## src/rtl/irq_ctl_pkg.sv

```systemverilog
// Shared register layout for the interrupt control register.
// Assumes an 8-bit register with the field order fixed by the read port.
package irq_ctl_pkg;
    localparam int REG_W = 8;

    typedef struct packed {
        logic gie;       // bit 7 global enable
        logic peie;      // bit 6 peripheral group enable
        logic tmr_en;    // bit 5
        logic ext_en;    // bit 4
        logic chg_en;    // bit 3
        logic tmr_flag;  // bit 2
        logic ext_flag;  // bit 1
        logic chg_flag;  // bit 0
    } ctl_reg_t;
endpackage

```

## src/rtl/irq_sync.sv

```systemverilog
// Multi-stage synchronizer for asynchronous inputs.
// Assumes STAGES >= 1; the output is the last stage, reset to zero.
module irq_sync #(
    parameter int W      = 1,
    parameter int STAGES = 2
) (
    input  logic         clk,
    input  logic         rst_n,
    input  logic [W-1:0] d,
    output logic [W-1:0] q
);
    logic [W-1:0] chain [STAGES];

    for (genvar g = 0; g < STAGES; g++) begin : g_stage
        if (g == 0) begin : g_first
            // purpose: capture the raw input
            always_ff @(posedge clk) begin
                if (!rst_n) chain[g] <= '0;
                else        chain[g] <= d;
            end
        end else begin : g_next
            // purpose: pass the value along the chain
            always_ff @(posedge clk) begin
                if (!rst_n) chain[g] <= '0;
                else        chain[g] <= chain[g-1];
            end
        end
    end

    assign q = chain[STAGES-1];
endmodule

```

## src/rtl/irq_edge_det.sv

```systemverilog
// Synchronizes a pin and produces a one-cycle pulse on each rising edge.
// Assumes the pin is asynchronous to clk.
module irq_edge_det #(
    parameter int STAGES = 2
) (
    input  logic clk,
    input  logic rst_n,
    input  logic pin,
    output logic rise
);
    logic pin_s;
    logic pin_prev;

    irq_sync #(.W(1), .STAGES(STAGES)) u_sync (
        .clk(clk), .rst_n(rst_n), .d(pin), .q(pin_s)
    );

    // purpose: remember the previous synchronized level
    always_ff @(posedge clk) begin
        if (!rst_n) pin_prev <= 1'b0;
        else        pin_prev <= pin_s;
    end

    assign rise = pin_s & ~pin_prev;

    assert_rise_single_R5: assert property (@(posedge clk) disable iff (!rst_n)
        rise |=> !rise);
endmodule

```

## src/rtl/irq_port_watch.sv

```systemverilog
// Watches a port nibble and flags a difference from a snapshot.
// Assumes the snapshot is loaded by the port read strobe.
module irq_port_watch #(
    parameter int W      = 4,
    parameter int STAGES = 2
) (
    input  logic         clk,
    input  logic         rst_n,
    input  logic [W-1:0] port,
    input  logic         capture,
    output logic         differ
);
    logic [W-1:0] port_s;
    logic [W-1:0] snap;

    irq_sync #(.W(W), .STAGES(STAGES)) u_sync (
        .clk(clk), .rst_n(rst_n), .d(port), .q(port_s)
    );

    // purpose: hold the port value seen at the last read
    always_ff @(posedge clk) begin
        if (!rst_n)       snap <= '0;
        else if (capture) snap <= port_s;
    end

    assign differ = (port_s != snap);

    assert_read_settles_R7: assert property (@(posedge clk) disable iff (!rst_n)
        (capture && $stable(port_s)) |=> !differ);
endmodule

```

## src/rtl/irq_gate.sv

```systemverilog
// Two-level gating of interrupt sources into a single request.
// Assumes flags and enables come straight from the control register.
module irq_gate (
    input  irq_ctl_pkg::ctl_reg_t r,
    input  logic                  periph_pend,
    output logic                  req
);
    logic [3:0] en_vec;
    logic [3:0] src_vec;

    // purpose: pair each source with its enable
    always_comb begin
        en_vec  = {r.tmr_en,   r.ext_en,   r.chg_en,   r.peie};
        src_vec = {r.tmr_flag, r.ext_flag, r.chg_flag, periph_pend};
        req     = r.gie & |(en_vec & src_vec);
    end
endmodule

```

## src/rtl/irq_ctl.sv

```systemverilog
// Interrupt control and flag register: enables, sticky flags, request output.
// Assumes tmr_ovf, wr_en and the CPU strobes are synchronous to clk.
module irq_ctl #(
    parameter int PORT_W      = 4,
    parameter int SYNC_STAGES = 2
) (
    input  logic              clk,
    input  logic              rst_n,
    input  logic              wr_en,
    input  logic [7:0]        wr_data,
    output logic [7:0]        rd_data,
    input  logic              tmr_ovf,
    input  logic              ext_pin,
    input  logic [PORT_W-1:0] port_in,
    input  logic              port_rd,
    input  logic              periph_pend,
    input  logic              irq_ack,
    input  logic              irq_ret,
    output logic              irq_req
);
    import irq_ctl_pkg::*;

    ctl_reg_t r, r_nxt;
    logic     ext_rise;
    logic     chg_diff;

    irq_edge_det #(.STAGES(SYNC_STAGES)) u_ext (
        .clk(clk), .rst_n(rst_n), .pin(ext_pin), .rise(ext_rise)
    );

    irq_port_watch #(.W(PORT_W), .STAGES(SYNC_STAGES)) u_port (
        .clk(clk), .rst_n(rst_n), .port(port_in), .capture(port_rd),
        .differ(chg_diff)
    );

    // purpose: next register value; events over writes, strobes over writes
    always_comb begin
        r_nxt = wr_en ? ctl_reg_t'(wr_data) : r;
        if (irq_ack)      r_nxt.gie = 1'b0;
        else if (irq_ret) r_nxt.gie = 1'b1;
        r_nxt.tmr_flag = r_nxt.tmr_flag | tmr_ovf;
        r_nxt.ext_flag = r_nxt.ext_flag | ext_rise;
        r_nxt.chg_flag = r_nxt.chg_flag | chg_diff;
    end

    // purpose: the register itself
    always_ff @(posedge clk) begin
        if (!rst_n) r <= '0;
        else        r <= r_nxt;
    end

    irq_gate u_gate (.r(r), .periph_pend(periph_pend), .req(irq_req));

    assign rd_data = r;

    assert_tmr_set_R3: assert property (@(posedge clk) disable iff (!rst_n)
        tmr_ovf |=> r.tmr_flag);
    assert_flag_sticky_R4: assert property (@(posedge clk) disable iff (!rst_n)
        (r.tmr_flag && !wr_en) |=> r.tmr_flag);
    assert_ext_set_R5: assert property (@(posedge clk) disable iff (!rst_n)
        ext_rise |=> r.ext_flag);
    assert_chg_set_R6: assert property (@(posedge clk) disable iff (!rst_n)
        chg_diff |=> r.chg_flag);
    assert_ack_clear_R9: assert property (@(posedge clk) disable iff (!rst_n)
        irq_ack |=> !r.gie);
    assert_ret_set_R9: assert property (@(posedge clk) disable iff (!rst_n)
        (irq_ret && !irq_ack) |=> r.gie);
endmodule

```

## config.mk

```make
export PLATFORM = sky130hd
export DESIGN_NAME = irq_ctl
export DESIGN_NICKNAME = d
export VERILOG_FILES = /design/src/rtl/irq_ctl_pkg.sv /design/src/rtl/irq_sync.sv /design/src/rtl/irq_edge_det.sv /design/src/rtl/irq_port_watch.sv /design/src/rtl/irq_gate.sv /design/src/rtl/irq_ctl.sv
export SDC_FILE = /design/constraint.sdc
export NUM_CORES = 1
export LEC_CHECK = 0
export BUFFER_PORTS_ARGS = -buffer_cell sky130_fd_sc_hd__buf_2
export CAP_MARGIN = 20
export CORE_UTILIZATION = 45
export DETAILED_ROUTE_END_ITERATION = 8
export HOLD_SLACK_MARGIN = 0.02
export PLACE_DENSITY = 0.82
export REMOVE_ABC_BUFFERS = 1
export SLEW_MARGIN = 20
export SYNTH_ARGS = -nofsm -noshare
export SYNTH_HDL_FRONTEND = slang
export SYNTH_HIERARCHICAL = 1
export SYNTH_SLANG_ARGS = --single-unit
```

## constraint.sdc

```tcl
create_clock -name clk -period 2.6 [get_ports clk]
set_clock_uncertainty 0.1 [all_clocks]
set_input_delay 0 -clock clk [delete_from_list [all_inputs] [get_ports clk]]
set_output_delay 0 -clock clk [all_outputs]
set_load 0.1 [all_outputs]
```

==> out/qor.json <==
{
  "result_of_the_run": {"value": "completed"},
  "synth_most_common_cell": {"value": "dfxtp_1"},
  "final_layout_size_suffix_gt1_share": {"value": 28.2, "unit": "%"},
  "timing.critical_path.max_delay_family": {"value": "buffers and inverters"},
  "grtUsageTotal": {"value": 20.6, "unit": "%"},
  "timing.setup.critical_path_class": {"value": "reg -> reg"},
  "cts-buffers-inserted": {"value": 3},
  "vdd_drop_max": {"value": 0.363, "unit": "mV"},
  "utilization": {"value": 75.8, "unit": "%"},
  "finalCritPeriodShare": {"value": 60.8, "unit": "%"},
  "totalPowerFinal": {"value": 711, "unit": "uW"},
  "drt_pass1_iterations": {"value": 4},
  "final.hold.worst_slack": {"value": 0.340, "unit": "ns"},
  "synth_enable_flop_cells": {"value": 0},
  "chipWidth": {"value": 45.5, "unit": "um"},
  "cts_resized": {"value": 0},
  "synth_largest_type_area_fraction": {"value": 54.0, "unit": "%"},
  "timing.critical_path.slowest_stage_cell": {"value": "dlygate4sd3_1"},
  "cp_max_fo": {"value": 2},
  "ys_top_cells_by_count": {"value": "dfxtp_1 (23), and2_1 (11), mux2i_1 (9)"},
  "synthArstFlopShare": {"value": 0, "unit": "%"},
  "die_area": {"value": 2070, "unit": "um2"},
  "finalNetCount": {"value": 153},
  "setup.worst_path.end_class": {"value": "flip-flop"},
  "max_slew.worst_pin.slew": {"value": 0.505, "unit": "ns"},
  "area.growth.synth_to_final": {"value": 55.4, "unit": "%"},
  "netlist.top_cell.by_area": {"value": "dfxtp_1"},
  "max-clock-path-buffers": {"value": 2},
  "global_route_wire_length_before_repair": {"value": 2.98, "unit": "mm"},
  "worst_ep_required_time": {"value": 2.70, "unit": "ns"},
  "power-per-cell-area": {"value": 537, "unit": "nW/um2"},
  "antenna_cells": {"value": 0},
  "ctsHtreeMaxLevel": {"value": 1},
  "post_drt_wl_per_cell": {"value": 12.8, "unit": "um"},
  "library_cells_used_by_synthesis": {"value": 15},
  "yosysSeqAreaShare": {"value": 54.0, "unit": "%"},
  "cts.sink_count": {"value": 23},
  "worst_hold_path_type": {"value": "reg -> reg"},
  "drtIter0Drc": {"value": 12},
  "drt_wl_total": {"value": 2.00, "unit": "mm"},
  "syn-mean-instance-area": {"value": 12.0, "unit": "um2"},
  "timing_max_transition_violations_final": {"value": 0},
  "pin_count": {"value": 30},
  "post_synth_inst_count": {"value": 71},
  "cap_violations": {"value": 0},
  "syn-cell-area": {"value": 852, "unit": "um2"},
  "leakage": {"value": 0.000624, "unit": "uW"},
  "worst_slew_margin_rel": {"value": 66.6, "unit": "%"},
  "setup_viol_count_final": {"value": 0},
  "critPathBufInv": {"value": 1},
  "cts-root-buf": {"value": "clkbuf_4"},
  "dr_total_vias": {"value": 730},
  "cts_tree": {"value": "built"},
  "synth.area.top_cells": {"value": "dfxtp_1 (54%), mux2i_1 (11%), and2_1 (8.1%)"},
  "die_y": {"value": 45.5, "unit": "um"},
  "max_clock_freq": {"value": 0.633, "unit": "GHz"},
  "worst_setup_path_start_kind": {"value": "flip-flop"},
  "finalWeightedCongestion": {"value": 0.689},
  "antenna_found_initial": {"value": 0},
  "port_buffers": {"value": 29},
  "rows": {"value": 15},
  "place.detailed.hpwl": {"value": 1.04, "unit": "mm"},
  "grt_pass1_vias": {"value": 718},
  "global_route.overflow_total": {"value": 0},
  "hold_viol_final": {"value": 0},
  "cts.reportedPaths.clkPinSlew": {"value": 0.12, "unit": "ns"},
  "rsz0062_at_grt": {"value": "false"},
  "floorplan.core_area": {"value": 1750, "unit": "um2"},
  "drt.antenna.violating_nets": {"value": 0},
  "largest_net_degree_at_the_start_of_global_routing": {"value": 24},
  "post_drt_via_cell_ratio": {"value": 4.68},
  "initial_core_util": {"value": 48.8, "unit": "%"},
  "timing.critical_path.arrival": {"value": 1.68, "unit": "ns"},
  "ys_ff_latch": {"value": 23},
  "ff_latch_area": {"value": 460, "unit": "um2"},
  "ys.flop_type": {"value": "dfxtp_1"},
  "drc": {"value": 0},
  "clock_latency_late_sink": {"value": 0.30, "unit": "ns"},
  "fin_setup_tns": {"value": 0, "unit": "ns"},
  "worst_path_largest_cell_delay": {"value": 0.55, "unit": "ns"},
  "multiInputGateArea": {"value": 365, "unit": "um2"},
  "filler_cell_count": {"value": 127},
  "period_minus_slack": {"value": 1.58, "unit": "ns"},
  "synthesis.yosys.warnings": {"value": 6},
  "critical_path.cell_chain": {"value": "xnor2_1 > nand4_1 > o21a_1 > dlygate4sd3_1"}
}
[final cells by class]
type / count / area share, %
Sequential cell: 23 / 34.8
Timing Repair Buffer: 58 / 32.9
Multi-Input combinational cell: 45 / 27.6
Tap cell: 25 / 2.36
Clock buffer: 3 / 1.70
Clock inverter: 1 / 0.378
Inverter: 1 / 0.284
[worst paths after layout]
check,startpoint,to,slack [ns],depth (start not counted)
setup / recovery,u_port/snap[1]$_SDFFE_PN0P_,rd_data[0]$_SDFF_PN0_,1.02,4
hold / removal,u_port/u_sync/chain[0][2]$_SDFF_PN0_,u_port/u_sync/chain[1][2]$_SDFF_PN0_,0.34,1
setup reg to reg,u_port/snap[1]$_SDFFE_PN0P_,rd_data[0]$_SDFF_PN0_,1.02,4
hold reg to reg,u_port/u_sync/chain[0][2]$_SDFF_PN0_,u_port/u_sync/chain[1][2]$_SDFF_PN0_,0.34,1
[where the power goes]
part | switching [uW] | total (uW) | internal, uW
registers | 10.3 | 380 | 370
logic | 99.8 | 173 | 73.0
clock network | 100 | 158 | 57.2
total | 210 | 711 | 500
[layout by cell type (no fill, tap or decap), types with 2 or more instances in the layout]
| cell type | n |
|---|---|
| dlygate4sd3_1 | 29 |
| buf_2 | 29 |
| dfxtp_1 | 23 |
| and2_1 | 11 |
| mux2i_1 | 9 |
| nor2b_1 | 8 |
| xnor2_1 | 4 |
| mux2_4 | 3 |
| o21a_1 | 3 |
| clkbuf_4 | 3 |
| a22oi_1 | 2 |
[stage by stage]
step | setup WS [ns] | area (um2) | cells
final | 1.02 | 1320 | 156
after global routing | 0.931 | 1320 | 156
after CTS | 1.05 | 1320 | 156
after detailed placement | 1.52 | 1010 | 123
after global placement | 1.52 | 1010 | 123
after floorplan | -0.155 | 830 | 69
[cells by family after synthesis]
family	Yosys count	synth area share [%]
compound gates	7	5.87
xor+xnor	4	4.11
mux	12	15.9
flops	23	54.0
simple gates	22	17.0
buf+inv	3	3.08
[sequential cells by signal (all words and copies together) (netlist names)]
signal               count
u_port/u_sync/chain      8
u_port/snap              4
rd_data                  8
u_ext/u_sync/chain       2
u_ext/pin_prev           1
[routing by layer]
layer | up-vias | wire length (um) | GRT usage (%)
li1 | 354 | - | -
met4 | 0 | 50 | 10.9
met5 | - | 0 | 0
met3 | 6 | 54 | 4.76
met2 | 18 | 1150 | 38.6
met1 | 352 | 743 | 20.8
[what timing repair did]
| action | in CTS | in global routing |
|---|---|---|
| hold endpoints to repair | 19 | 0 |
| buffers inserted | 0 | 0 |
| hold buffers | 29 | 0 |
Note: power is estimated with default switching activity, not from simulation.
